File: src/rtl/crc_x25_pkg.sv
`timescale 1ns/1ps
package crc_x25_pkg;
  localparam int unsigned CRC_W_DEF   = 16;
  localparam int unsigned DATA_W_DEF  = 8;
  localparam logic [15:0] POLY_DEF    = 16'h8408;
  localparam logic [15:0] PRESET_DEF  = 16'hFFFF;
  localparam logic [15:0] XOR_OUT_DEF = 16'hFFFF;
endpackage

File: src/rtl/crc_x25_byte_step.sv
`timescale 1ns/1ps
// Reflected byte fold, unrolled one stage per data bit (lsb first).
module crc_x25_byte_step #(
  parameter int unsigned       CRC_W  = 16,
  parameter int unsigned       DATA_W = 8,
  parameter logic [CRC_W-1:0]  POLY   = 16'h8408
) (
  input  logic [CRC_W-1:0]  crc_i,
  input  logic [DATA_W-1:0] data_i,
  output logic [CRC_W-1:0]  crc_o
);
  logic [CRC_W-1:0] chain [DATA_W+1];

  assign chain[0] = crc_i;

  for (genvar b = 0; b < DATA_W; b++) begin : g_bit
    logic fb;
    assign fb           = chain[b][0] ^ data_i[b];
    assign chain[b+1]   = (chain[b] >> 1) ^ (fb ? POLY : '0);
  end

  assign crc_o = chain[DATA_W];
endmodule

File: src/rtl/crc_x25_trailer_cmp.sv
`timescale 1ns/1ps
// Compares received trailer (low byte first) against inverted prior CRC.
module crc_x25_trailer_cmp #(
  parameter int unsigned      CRC_W   = 16,
  parameter int unsigned      DATA_W  = 8,
  parameter logic [CRC_W-1:0] XOR_OUT = 16'hFFFF
) (
  input  logic [CRC_W-1:0]        base_i,
  input  logic [CRC_W-DATA_W-1:0] hist_i,
  input  logic [DATA_W-1:0]       data_i,
  input  logic                    enough_i,
  output logic                    pass_o
);
  logic [CRC_W-1:0] rx_crc;
  logic [CRC_W-1:0] exp_crc;

  assign rx_crc  = {data_i, hist_i};
  assign exp_crc = base_i ^ XOR_OUT;
  assign pass_o  = enough_i && (rx_crc == exp_crc);
endmodule

File: src/rtl/crc_x25_tx_emit.sv
`timescale 1ns/1ps
// Plays out the final CRC one byte per cycle, low byte first.
module crc_x25_tx_emit #(
  parameter int unsigned CRC_W  = 16,
  parameter int unsigned DATA_W = 8
) (
  input  logic              clk_i,
  input  logic              rst_ni,
  input  logic              load_i,
  input  logic [CRC_W-1:0]  crc_i,
  output logic              valid_o,
  output logic [DATA_W-1:0] byte_o
);
  localparam int unsigned NB    = CRC_W / DATA_W;
  localparam int unsigned CNT_W = $clog2(NB + 1);

  logic [CRC_W-1:0] sh_q;
  logic [CNT_W-1:0] left_q;

  always_ff @(posedge clk_i or negedge rst_ni) begin
    if (!rst_ni) begin
      sh_q   <= '0;
      left_q <= '0;
    end else if (load_i) begin
      sh_q   <= crc_i;
      left_q <= CNT_W'(NB);
    end else if (left_q != '0) begin
      sh_q   <= sh_q >> DATA_W;
      left_q <= left_q - 1'b1;
    end
  end

  assign valid_o = (left_q != '0);
  assign byte_o  = sh_q[DATA_W-1:0];
endmodule

File: src/rtl/crc_x25_frame_engine.sv
`timescale 1ns/1ps
module crc_x25_frame_engine
  import crc_x25_pkg::*;
#(
  parameter int unsigned      CRC_W   = CRC_W_DEF,
  parameter int unsigned      DATA_W  = DATA_W_DEF,
  parameter logic [CRC_W-1:0] POLY    = POLY_DEF,
  parameter logic [CRC_W-1:0] PRESET  = PRESET_DEF,
  parameter logic [CRC_W-1:0] XOR_OUT = XOR_OUT_DEF
) (
  input  logic              clk_i,
  input  logic              rst_ni,
  input  logic              valid_i,
  input  logic              start_i,
  input  logic              last_i,
  input  logic              check_i,
  input  logic [DATA_W-1:0] data_i,
  output logic [CRC_W-1:0]  crc_o,
  output logic              done_o,
  output logic              match_o,
  output logic              tx_valid_o,
  output logic [DATA_W-1:0] tx_byte_o
);
  localparam int unsigned NB      = CRC_W / DATA_W;
  localparam int unsigned MIN_LEN = NB + 1;
  localparam int unsigned CNT_W   = $clog2(MIN_LEN + 1);

  logic [CRC_W-1:0]        crc_q, base, folded;
  logic [CNT_W-1:0]        cnt_q, cnt_n;
  logic [CRC_W-DATA_W-1:0] hist_q;
  logic [CRC_W-1:0]        base_hist_q [NB-1];
  logic [CRC_W-1:0]        hist_shift;
  logic                    pass, done_q, match_q, close;

  assign base  = start_i ? PRESET : crc_q;
  assign close = valid_i && last_i;

  crc_x25_byte_step #(.CRC_W(CRC_W), .DATA_W(DATA_W), .POLY(POLY)) u_step (
    .crc_i  (base),
    .data_i (data_i),
    .crc_o  (folded)
  );

  // frame length counter, saturating at the shortest checkable frame
  always_comb begin
    if (start_i)                        cnt_n = CNT_W'(1);
    else if (cnt_q == CNT_W'(MIN_LEN))  cnt_n = cnt_q;
    else                                cnt_n = cnt_q + 1'b1;
  end

  crc_x25_trailer_cmp #(.CRC_W(CRC_W), .DATA_W(DATA_W), .XOR_OUT(XOR_OUT)) u_cmp (
    .base_i   (base_hist_q[NB-2]),
    .hist_i   (hist_q),
    .data_i   (data_i),
    .enough_i (cnt_n == CNT_W'(MIN_LEN)),
    .pass_o   (pass)
  );

  assign hist_shift = {data_i, hist_q};

  always_ff @(posedge clk_i or negedge rst_ni) begin
    if (!rst_ni) begin
      crc_q   <= PRESET;
      cnt_q   <= '0;
      hist_q  <= '0;
      done_q  <= 1'b0;
      match_q <= 1'b0;
      for (int i = 0; i < NB - 1; i++) base_hist_q[i] <= PRESET;
    end else begin
      done_q  <= close;
      match_q <= close && check_i && pass;
      if (valid_i) begin
        crc_q  <= folded;
        cnt_q  <= cnt_n;
        hist_q <= hist_shift[CRC_W-1:DATA_W];
        for (int i = NB - 2; i > 0; i--) base_hist_q[i] <= base_hist_q[i-1];
        base_hist_q[0] <= base;
      end else if (start_i) begin
        crc_q <= PRESET;
        cnt_q <= '0;
      end
    end
  end

  crc_x25_tx_emit #(.CRC_W(CRC_W), .DATA_W(DATA_W)) u_emit (
    .clk_i   (clk_i),
    .rst_ni  (rst_ni),
    .load_i  (close && !check_i),
    .crc_i   (folded ^ XOR_OUT),
    .valid_o (tx_valid_o),
    .byte_o  (tx_byte_o)
  );

  assign crc_o   = crc_q ^ XOR_OUT;
  assign done_o  = done_q;
  assign match_o = match_q;
endmodule

File: config.mk
export PLATFORM = sky130hd
export DESIGN_NAME = crc_x25_frame_engine
export DESIGN_NICKNAME = d
export VERILOG_FILES = /design/src/rtl/crc_x25_pkg.sv /design/src/rtl/crc_x25_byte_step.sv /design/src/rtl/crc_x25_trailer_cmp.sv /design/src/rtl/crc_x25_tx_emit.sv /design/src/rtl/crc_x25_frame_engine.sv
export SDC_FILE = /design/constraint.sdc
export NUM_CORES = 1
export LEC_CHECK = 0
export BUFFER_PORTS_ARGS = -buffer_cell sky130_fd_sc_hd__buf_4
export CAP_MARGIN = 15
export CORE_MARGIN = 5
export CORE_UTILIZATION = 31
export DETAILED_ROUTE_END_ITERATION = 12
export RECOVER_POWER = 100
export SETUP_SLACK_MARGIN = 0.5
export SLEW_MARGIN = 20
export SYNTH_ARGS = -nofsm -noshare
export SYNTH_HDL_FRONTEND = slang
export SYNTH_SLANG_ARGS = --single-unit
File: constraint.sdc
create_clock -name clk_i -period 2.64 [get_ports clk_i]
set_clock_uncertainty 0.2 [all_clocks]
set_input_delay 0.132 -clock clk_i [delete_from_list [all_inputs] [get_ports clk_i]]
set_output_delay 0.132 -clock clk_i [all_outputs]
set_load 0.1 [all_outputs]
Word level (Yosys, flattened, before mapping)
Cells that the tools add are included.
{ "totals": {"ff_bits": 62, "input_bits": 14} }
{ "classes": {"n_addsub": 2, "n_eq_ne": 3, "n_mux": 18, "n_bitwise": 19, "n_reduce_logical": 9} }
{ "op_table": {"columns": ["operator", "n"], "rows": [
  ["16-bit 2-to-1 mux", 12],
  ["15-bit by 16-bit XOR with 16-bit output", 8],
  ["16-bit inverter", 3],
  ["16-bit == test", 1],
  ["2-bit 2-to-1 mux", 6],
  ["1-bit XOR", 8],
  ["2-bit nonzero test", 3],
  ["1-bit logical AND", 5],
  ["2-bit == test, second input constant", 2],
  ["2-bit by 1-bit adder with 2-bit output, second input constant", 1],
  ["2-bit by 1-bit subtractor with 2-bit output, second input constant", 1],
  ["1-bit logical NOT", 1]
]} }

Depth between registers and ports, before layout
Gate-level depths: netlist of run 1.
{ "logic_depth": {"word_depth": 27, "ltp_mapped": 6, "mapped_depth_nobuf": 5} }

Hierarchy
A second synthesis of run 1 with hierarchy kept.
{ "hier_totals": {"cells_unflattened": 306, "hier_area_um2": 3490.8} }
{ "by_module_without_submodules": {"columns": ["module", "n_inst", "cells_each", "area_each_um2"], "rows": [
  ["crc_x25_frame_engine", 1, 167, 1988.2],
  ["crc_x25_tx_emit", 1, 88, 912.1],
  ["crc_x25_byte_step", 1, 29, 409.1],
  ["crc_x25_trailer_cmp", 1, 22, 181.4]
]} }

Worst setup path before layout of run 1
OpenSTA, ideal clock, no wires.
{ "synth_path": {"kind": "register to register", "start": "register crc_q[0]", "end": "register crc_q[3]", "setup_time_ns": 0.078, "arrival_ns": 1.448, "path_slack_ns": 0.914, "path_stages_with_launch": 5, "synth_period_minus_slack_ns": 1.726, "cell_sequence": "dfstp_2 xnor2_1 or3_1 a211o_1 a31o_1"} }
{ "synth_via": {"elab_chain_len": 12} }
{ "synth_lines": {"columns": ["element", "line", "rtl"], "rows": [
  ["start: declaration", "crc_x25_frame_engine.sv:28", "logic [CRC_W-1:0] crc_q, base, folded;"],
  ["start signal: assignment", "crc_x25_frame_engine.sv:73", "crc_q <= folded;"],
  ["16-bit 2-to-1 mux", null, null],
  ["1-bit XOR", "crc_x25_byte_step.sv:18", "assign fb = chain[b][0] ^ data_i[b];"],
  ["16-bit 2-to-1 mux", "crc_x25_byte_step.sv:19", "assign chain[b+1] = (chain[b] >> 1) ^ (fb ? POLY : '0);"],
  ["15-bit by 16-bit XOR with 16-bit output (8 in a row)", "crc_x25_byte_step.sv:19", null],
  ["16-bit 2-to-1 mux", "crc_x25_frame_engine.sv:72", "if (valid_i) begin"]
]} }
No other way between the ends.
A chain may end at the register's enable or synchronous reset.

Worst setup path after layout of run 1
{ "layout_path": {"start": "input valid_i", "end": "register u_emit.sh_q[3]"} }
{ "layout_via": {"elab_chain_len": 3, "elab_cells_between_ends": 4} }
{ "layout_lines": {"columns": ["element", "line", "rtl"], "rows": [
  ["start: declaration", "crc_x25_frame_engine.sv:13", "input logic valid_i,"],
  ["1-bit logical AND *", "crc_x25_frame_engine.sv:36", "assign close = valid_i && last_i;"],
  ["net close", "crc_x25_frame_engine.sv:33", "logic pass, done_q, match_q, close;"],
  ["1-bit logical AND *", "crc_x25_frame_engine.sv:88", ".load_i (close && !check_i),"],
  ["16-bit 2-to-1 mux or 2-bit nonzero test (tied branches)", null, null],
  ["end signal: assignment", "crc_x25_tx_emit.sv:25", "sh_q <= crc_i;"],
  ["end signal: assignment", "crc_x25_tx_emit.sv:28", "sh_q <= sh_q >> DATA_W;"],
  ["end: declaration", "crc_x25_tx_emit.sv:17", "logic [CRC_W-1:0] sh_q;"]
]} }
The timed path passes the listed nets; every way through them passes the cells marked *.

==> results of run 1 <==
==> kinds of logic (layout without fill, tap and decap cells) <==
logic type / Yosys count / after routing
buf+inv: 52 / 94
simple gates: 83 / 83
mux: 14 / 14
flops: 62 / 62
fa+ha+maj: 1 / 1
compound gates: 59 / 59
xor+xnor: 46 / 46
==> what timing repair did <==
action                                  in CTS  in global routing
gates resized for setup                      0                  1
endpoints found under the setup margin       0                  1
hold endpoints to repair                    47                  0
hold buffers                                13                  0
==> worst reg2reg max path: stages (launching register included) <==
cell	delay (ps)
dfstp_1	630
xnor2_1	110
or3_1	340
a211o_1	320
a31oi_1	240
==> worst paths after layout <==
path                                          endpoint  slack, ps
min in group asynchronous        hist_q[4]$_DFFE_PN0P_        510
setup reg to reg            u_emit.sh_q[3]$_DFFE_PN0P_        710
hold / removal             base_hist_q[13]$_DFFE_PN1P_        290
setup / recovery            u_emit.sh_q[3]$_DFFE_PN0P_        480
max in group asynchronous   u_emit.sh_q[8]$_DFFE_PN0P_        820
hold reg to reg            base_hist_q[13]$_DFFE_PN1P_        290
==> layout make-up <==
cell class	instances	area share, %
clock buffers	16	5.02
inverters	22	2.18
multi-input cells	203	37.2
flip-flops and latches	62	42.0
well taps	136	4.49
repair buffers	56	9.17
==> layout by cell type (no fill, tap or decap) <==
cell,n
nand2b_1,1
nand2_1,3
a31o_1,1
clkbuf_1,29
and3_1,7
nand4_1,1
clkbuf_8,13
a31oi_1,10
a21oi_1,26
clkbuf_2,3
xor3_1,2
ha_1,1
dfstp_2,30
or3_1,1
nand3_1,4
inv_1,22
mux2i_1,7
a211oi_1,1
a21o_1,13
o21ai_0,4
or2_2,1
xnor3_1,5
nor2_2,2
o211ai_1,2
o22a_1,1
mux2_2,7
xnor2_1,29
nor2_1,41
dfrtp_1,30
nor3_1,14
dfstp_1,2
nor4_1,4
a211o_1,1
dlygate4sd3_1,13
xor2_1,10
and2_0,2
nor2b_1,2
buf_4,14
==> routing by layer <==
layer / up-vias / track usage, % / wire length [microns]
met5: - / 0 / 0
met4: 0 / 4.41 / 66
met3: 6 / 3.29 / 337
met2: 42 / 19.8 / 3570
met1: 1097 / 15.8 / 3350
li1: 1123 / - / -
==> power by group <==
group / switching, mW / total [mW] / internal, mW / leakage [nW]
combinational: 1.59 / 2.15 / 0.563 / 0.925
clock: 0.348 / 0.793 / 0.445 / 0.0970
sequential: 0.203 / 1.48 / 1.27 / 0.720
==> stage by stage <==
step / power, mW / utilization, % / instance area, sq um / cells / hold WS (ps)
after global routing: 4.67 / 36.9 / 3790 / 495 / 303
final: 4.42 / 36.9 / 3790 / 495 / 293
after detailed placement: 3.77 / 34.8 / 3580 / 466 / 65.7
after floorplan: 3.33 / - / 3240 / 317 / -364
after global placement: 3.75 / 34.8 / 3580 / 466 / 62.2
after CTS: 4.60 / 37.9 / 3900 / 495 / 246
==> state kept, by name, summed over array words and instances (netlist names) <==
register,flops
base_hist_q,16
cnt_q,2
crc_q,16
done_o,1
hist_q,8
match_o,1
u_emit.left_q,2
u_emit.sh_q,16
==> impl_metrics.csv, run 1 <==
group,metric,value,unit
run_status,status,"complete, but fails checks",
run_status,violations,"capacitance limit, slew limit",
yosys,yosysTopAreaCell,"dfstp_2",
setup_path,cp.depth,7,
sta,setup_viol,0,
drt,drtPass1Iterations,4,
yosys,synth_top_family_by_area,"XOR/XNOR gates",
global_routing,grt_antenna_before_repair,0,
final_layout,diodes,0,
sta,fin_ws,480,ps
drt,via_per_inst,4.58,
yosys,synth-main-ff-cell,"dfstp_2",
setup_path,worst-path-buf-inv,3,
yosys,synth_area,3240,sq um
power,power_per_cell_area,1170,nW/um^2
final_layout,n_fill_cell,1072,
setup_path,worst_ep_required_time,2680,ps
clock_tree,clk_path_buf_depth,2,
yosys,syn-num-nets,332,
global_routing,grt_usage,12.3,%
drt,num_vias,2268,
yosys,yosysTopAreaCellShare,26.0,%
yosys,yosys.area_share.simple,12.0,%
power,vdd_drop_max,0.725,mV
sta,fin_crit,2160,ps
hold_path,min_from,"base_hist_q[13]$_DFFE_PN1P_",
place,routabilityCongestion,0.782,
setup_path,r2r_start,"crc_q[0]$_DFF_PN1_",
yosys,synth.distinct_cells,36,
yosys,synth_mux_area_share,4.60,%
hold_path,hold_path_class,"reg2reg",
setup_path,rr_worst_depth,4,
setup_path,startpoint,"valid_i",
clock_tree,root_buffer,"clkbuf_8",
die,core_area,10300,sq um
die,start_util,31.5,%
global_routing,grt_pass1_vias,2364,
flow_run,maxCapViolCount,1,
clock_tree,clkTransAtPathRegs,70,ps
sta,fmax,463,MHz
setup_path,critPathKind,"in2reg",
yosys,synth-xor-area-share,15.5,%
hold_path,min_path_cells,2,
setup_path,crit_fanout,36,
yosys,synthCells,317,
setup_path,startpoint_type,"input pin",
sta,rsz0062_at_grt,"no",
power,p_leak,1.74,nW
yosys,synth.area.top_cells,"dfstp_2 (26%), dfrtp_1 (23%), xnor2_1 (7.8%)",
yosys,async_flop_share,100,%
die,pin_count,41,
yosys,synthAdderAreaFrac,0.386,%
yosys,synth_commonest_cells,"nor2_1 (40), dfstp_2 (32), dfrtp_1 (30)",
global_routing,grt_overflow,0,
sta,slew_viol_final,63,
clock_tree,clock_latency,340,ps
setup_path,slowest_stage,"dlygate4sd3_1",
sta,worstMarginPinSlew,1530,ps
drt,wl_per_cell,14.8,microns
clock_tree,cts_tree,"built",
sta,fin_crit_sh,81.8,%
drt,drt_iter0_markers,124,
yosys,syn_avg_cell_area,10.2,sq um
setup_path,end_kind,"flip-flop",
setup_path,cp.arrival,2200,ps
yosys,ys_ff_latch,62,
yosys,synth_edf_count,0,
place,pre_cts_ws,789,ps
clock_tree,cts_made_buffers,9,
die,fp.dieArea,12600,sq um
clock_tree,postCtsSetupRepairBufs,0,
drt,totalWireLength,7.32,mm
setup_path,slowest_delay,530,ps
final_layout,seq_area,1590,sq um
yosys,synth_most_common_cell,"nor2_1",
place,port_buffers,40,
setup_path,critical_path.cell_chain,"dlygate4sd3_1, buf_4, and2_0, nor2b_1, clkbuf_2, a211oi_1, a31oi_1",
place,hpwl,5.21,mm
yosys,synth_seq_area_share,49.1,%
global_routing,grt_max_degree,63,
yosys,synth_compound_area_share,11.1,%
drt,route.detailed.drc,0,
die,core.rowCount,37,
sta,finalSetupTns,0,ps
setup_path,crit_family,"buffers and inverters",
final_layout,areaGrowthSynthToFinish,17.1,%
clock_tree,clkSinkCount,62,
global_routing,grt_pass1_wl,12.3,mm
final_layout,drive_above_1_share,19.5,%
sta,hold_violations,0,
die,die_w,112,microns
die,die_h,112,microns
drt,antenna_violating_nets_post_route,0,
final_layout,multi_input_comb_area,1410,sq um
yosys,ys_warn_count,0,
sta,relSlewSlack,-1.78,%
clock_tree,cts_max_level,3,
final_layout,final_net_count,369,
No activity file was read; power rests on OpenSTA's default activity.
==> inputs of run 2 (changes only) <==
Clock period 2.64 ns to 2.24 ns, I/O delays scaled along.
==> run 2 against run 1 <==
Against the previous run: the flow now finishes without violations; power up 24%; worst setup slack worse by 130 ps; first-iteration DRC count up 46%; largest cell class unchanged; largest power group unchanged.
==> impl_metrics.csv, run 2 (synthesized netlist as in run 1, its figures left out) <==
group,metric,value,unit
hold_path,hold_path_class,"in2reg",
setup_path,crit_family,"buffers and inverters",
power,vdd_drop_max,0.863,mV
clock_tree,clkTransAtPathRegs,70,ps
place,placed_cells,467,
setup_path,slowest_delay,890,ps
place,routabilityCongestion,0.756,
final_layout,areaGrowthSynthToFinish,22.4,%
flow_run,maxCapViolCount,0,
place,hpwl,5.04,mm
drt,wl_per_cell,15.0,microns
die,pin_count,41,
drt,totalWireLength,7.59,mm
drt,num_vias,2352,
final_layout,final_cell_mix,"nor2_1 (42), dfrtp_1 (30), xnor2_1 (28)",
setup_path,worst_ep_required_time,1930,ps
drt,via_per_inst,4.66,
sta,rsz0062_at_grt,"yes",
sta,relSlewSlack,2.38,%
place,pre_cts_ws,455,ps
global_routing,grt_max_degree,77,
die,core_area,10300,sq um
setup_path,cp.depth,1,
final_layout,layout_commonest_cell,"nor2_1",
sta,fin_ws,346,ps
setup_path,reg2reg_to,"u_emit.sh_q[8]$_DFFE_PN0P_",
power,power_per_cell_area,1390,nW/um^2
sta,fin_crit_sh,84.6,%
sta,hold_violations,0,
final_layout,diodes,0,
clock_tree,cts_tree,"built",
clock_tree,clock_latency,330,ps
setup_path,critical_path.cell_chain,"clkbuf_1",
setup_path,crit_end,"tx_byte_o[2]",
sta,fin_crit,1890,ps
setup_path,startpoint_type,"flip-flop",
die,fp.dieArea,12600,sq um
clock_tree,root_buffer,"clkbuf_8",
sta,slew_viol_final,0,
sta,finalSetupTns,0,ps
setup_path,critPathKind,"reg2out",
global_routing,grt_usage,12.2,%
sta,fmax,528,MHz
global_routing,grt_antenna_before_repair,0,
final_layout,drive_above_1_share,26.8,%
run_status,status,"completed",
setup_path,crit_fanout,2,
clock_tree,clk_path_buf_depth,2,
power,p_leak,1.87,nW
setup_path,startpoint,"u_emit.sh_q[2]$_DFFE_PN0P_",
final_layout,fin_util,38.6,%
setup_path,end_kind,"primary output",
setup_path,slowest_stage,"clkbuf_1",
die,die_h,112,microns
drt,drt_iter0_markers,181,
die,core.rowCount,37,
final_layout,final_net_count,379,
global_routing,grt_overflow,0,
sta,worstMarginPinSlew,1460,ps
final_layout,instances_no_fill,505,
setup_path,r2r_start,"crc_q[1]$_DFF_PN1_",
drt,route.detailed.drc,0,
clock_tree,clkSinkCount,62,
die,start_util,31.5,%
setup_path,worst-path-buf-inv,1,
global_routing,grt_pass1_vias,2359,
place,port_buffers,40,
clock_tree,cts_made_buffers,9,
setup_path,cp.arrival,1580,ps
drt,antenna_violating_nets_post_route,0,
setup_path,ff2ff_setup_slack,390,ps
die,die_w,112,microns
drt,drtPass1Iterations,4,
clock_tree,cts_max_level,3,
final_layout,largestRegisters,"base_hist_q (16), crc_q (16), u_emit.sh_q (16)",
global_routing,grt_pass1_wl,12.2,mm
setup_path,rr_worst_depth,4,
sta,setup_viol,0,
## run 2: cell count changes in the layout (fill, tap and decap cells not counted), sizes merged
cell    previous run  this run
bufinv             0         1
clkbuf            45        44
buf               14        21
clkinv             0         3
## run 2: report_power, final
part / internal, mW / total (mW) / switching [mW] / leakage (nW)
clock: 0.569 / 0.997 / 0.427 / 0.106
combinational: 0.831 / 2.78 / 1.95 / 1.05
sequential: 1.50 / 1.72 / 0.225 / 0.717
total: 2.90 / 5.50 / 2.60 / 1.87
## run 2: stage by stage
step | hold slack (ps) | total power, mW | area [sq um]
floorplan | -384 | 3.92 | 3240
global placement | 47.9 | 4.41 | 3590
detailed placement | 50.5 | 4.44 | 3590
CTS | 2.89 | 5.52 | 3950
global route | 21.3 | 5.79 | 3960
finish | 9.29 | 5.50 | 3960
## run 2: timing repair
action,in CTS,in global routing
buffers inserted,3,5
gates resized for setup,3,13
gates cloned,0,1
hold endpoints to repair,45,0
hold buffers,13,0
setup endpoints to repair,7,15
pin swaps,3,12
## run 2: worst min-delay path by stage
stage / startpoint / end / slack (ps) / depth (start not counted)
6_report: data_i[1] / crc_q[4]$_DFF_PN1_ / 9 / 3
5_1_grt: data_i[1] / crc_q[4]$_DFF_PN1_ / 20 / 3
4_1_cts: data_i[1] / crc_q[4]$_DFF_PN1_ / 3 / 3
3_5_place_dp: rst_ni / cnt_q[0]$_DFFE_PN0P_ / 50 / 1
3_3_place_gp: rst_ni / cnt_q[0]$_DFFE_PN0P_ / 50 / 1
2_1_floorplan: rst_ni / cnt_q[0]$_DFFE_PN0P_ / -380 / 0
## run 2: metal layers
| layer | up-vias | part of all wire (%) | wire length, microns | global-route usage [%] |
|---|---|---|---|---|
| li1 | 1145 | - | - | - |
| met1 | 1140 | 46 | 3470 | 15.9 |
| met2 | 59 | 48 | 3650 | 19.7 |
| met3 | 8 | 5.0 | 377 | 3.34 |
| met4 | 0 | 1.3 | 96 | 3.61 |
| met5 | - | 0 | 0 | 0 |
## run 2: area by class of cell
class | count | area, sq um
Fill cell | 1055 | 6310
Sequential cell | 62 | 1590
Multi-Input combinational cell | 203 | 1440
Timing Repair Buffer | 66 | 475
Tap cell | 136 | 170
Clock buffer | 12 | 155
Inverter | 22 | 82.6
Clock inverter | 4 | 45.0
==> inputs of run 3 (changes only) <==
Clock period 2.24 ns to 1.9 ns, I/O delays scaled along.
==> run 3 against run 2 <==
Against the previous run: clock-buffer cell count unchanged; sequential power up 19%; first-iteration DRC count decreased by 50%; clock power is 26% higher; combinational power rose by 46%.
==> impl_metrics.csv, run 3 (synthesized netlist as in run 1, its figures left out) <==
group,metric,value,unit
drt,antenna_violating_nets_post_route,0,
power,power.internal,4.03,mW
sta,relSlewSlack,41.6,%
hold_path,hold_path_class,"in2reg",
global_routing,grt_usage,13.2,%
setup_path,crit_top_cell,"xnor2_2",
setup_path,worst_ep_required_time,1930,ps
place,port_buffers,40,
setup_path,slowest_delay,560,ps
drt,wl_per_cell,15.7,microns
global_routing,grt_antenna_before_repair,0,
drt,route.detailed.drc,0,
drt,drt_iter0_markers,90,
sta,fin_crit,1790,ps
drt,totalWireLength,8.17,mm
final_layout,final_net_count,395,
place,dpl_cell_area,3640,sq um
sta,setup_viol,0,
sta,rsz0062_at_grt,"yes",
global_routing,grt_max_degree,77,
sta,worstMarginPinSlew,876,ps
power,vdd_drop_max,0.918,mV
drt,via_per_inst,4.68,
sta,slew_viol_final,0,
power,p_leak,2.02,nW
final_layout,fin_util,43.2,%
final_layout,drive_above_1_share,36.6,%
setup_path,worst-path-buf-inv,1,
die,die_h,112,microns
final_layout,diodes,0,
final_layout,largestRegisters,"base_hist_q (16), crc_q (16), u_emit.sh_q (16)",
die,core.rowCount,37,
clock_tree,clkSinkCount,62,
die,core_area,10300,sq um
setup_path,ff2ff_setup_slack,110,ps
clock_tree,cts_tree,"built",
clock_tree,root_buffer,"clkbuf_8",
global_routing,grt_overflow,0,
place,pre_cts_ws,157,ps
final_layout,layout_commonest_cell,"nor2_1",
setup_path,cp.arrival,1820,ps
place,hpwl,5.11,mm
global_routing,grt_pass1_wl,13.1,mm
sta,fin_ws,107,ps
sta,finalSetupTns,0,ps
run_status,status,"completed",
setup_path,end_kind,"flip-flop",
setup_path,crit_family,"flip-flops",
final_layout,n_fill_cell,983,
clock_tree,cts_made_buffers,9,
clock_tree,clk_path_buf_depth,2,
drt,drtPass1Iterations,4,
power,switchingPower,3.32,mW
die,start_util,31.5,%
power,comb_power_share,55.0,%
global_routing,grt_pass1_vias,2434,
place,routabilityCongestion,0.794,
power,power_per_cell_area,1660,nW/um^2
sta,hold_violations,0,
final_layout,final_cell_mix,"nor2_1 (34), dfrtp_1 (30), xnor2_1 (19)",
setup_path,startpoint_type,"flip-flop",
die,fp.dieArea,12600,sq um
clock_tree,clock_latency,330,ps
setup_path,slowest_stage,"dfstp_1",
die,die_w,112,microns
die,pin_count,41,
setup_path,critical_path.cell_chain,"clkbuf_1, xnor2_2, nor2_2, xnor2_2, a21o_1",
final_layout,design_area,4440,sq um
clock_tree,clkTransAtPathRegs,70,ps
flow_run,maxCapViolCount,0,
final_layout,areaGrowthSynthToFinish,37.0,%
sta,fmax,558,MHz
setup_path,critPathKind,"reg2reg",
drt,num_vias,2436,
power,clkPwrFrac,17.2,%
power,swShare,45.2,%
clock_tree,cts_max_level,3,
power,pwr-share-seq,27.8,%
sta,fin_crit_sh,94.3,%
setup_path,crit_fanout,3,
## run 3: cell count changes in the layout (fill, tap and decap cells not counted), moves of 8 or more
cell,before,now
buf_6,0,15
inv_1,22,5
dfstp_1,5,15
inv_2,0,10
nor2_1,42,34
xnor2_1,28,19
buf_12,1,12
xnor2_2,1,9
dfstp_2,27,17
## run 3: power groups by stage
stage / clock [mW] / sequential [mW] / combinational (mW)
final: 1.26 / 2.04 / 4.05
after global routing: 1.37 / 2.09 / 4.27
after CTS: 1.31 / 2.09 / 4.11
after detailed placement: 0 / 2.09 / 3.20
after global placement: 0 / 2.08 / 3.17
after floorplan: 0 / 2.00 / 2.69
## run 3: worst min-delay path, stage by stage
cell and delay, ps:
buf_4 90, nor2b_1 40, buf_4 200, nor2_1 120
## run 3: metal layers
metal  GRT usage, %  wire length, microns  part of all wire [%]  vias up
met5              0                     0                     0        -
met4           4.09                    87                   1.1        0
met3           3.61                   368                   4.5        8
met2           19.4                  3730                    46       57
met1           18.8                  3980                    49     1193
li1               -                     -                     -     1178
## run 3: per-stage QoR
step                cells  total power, mW  hold WS, ps
floorplan             317             4.69         -401
global placement      468             5.25         24.4
detailed placement    468             5.28         32.4
CTS                   513             7.50        -5.08
global route          521             7.72         74.2
finish                521             7.36         62.4
## run 3: timing repair
item                       in CTS  in global routing
setup buffers                  16                  8
cloned                          1                  0
gates resized for setup        97                 32
hold endpoints to repair       48                  0
hold buffers                   12                  0
setup endpoints to repair      51                 51
pin swaps                      24                 15
## run 3: final timing paths
path / startpoint / to / cells after the start
setup / recovery: crc_q[3]$_DFF_PN1_ / u_emit.sh_q[6]$_DFFE_PN0P_ / 5
setup reg to reg: crc_q[3]$_DFF_PN1_ / u_emit.sh_q[6]$_DFFE_PN0P_ / 5
min in group asynchronous: rst_ni / hist_q[6]$_DFFE_PN0P_ / 2
hold / removal: check_i / u_emit.left_q[0]$_DFFE_PN0P_ / 4
max in group asynchronous: rst_ni / u_emit.sh_q[14]$_DFFE_PN0P_ / 2
hold reg to reg: base_hist_q[13]$_DFFE_PN1P_ / base_hist_q[13]$_DFFE_PN1P_ / 2
## run 3: layout make-up
cell class	instances	area, sq um	share of cell area (%)
repair buffers	82	771	17.4
inverters	22	101	2.28
multi-input cells	203	1590	35.8
flip-flops and latches	62	1590	35.9
clock buffers	12	145	3.27
well taps	136	170	3.84
clock inverters	4	70.1	1.58
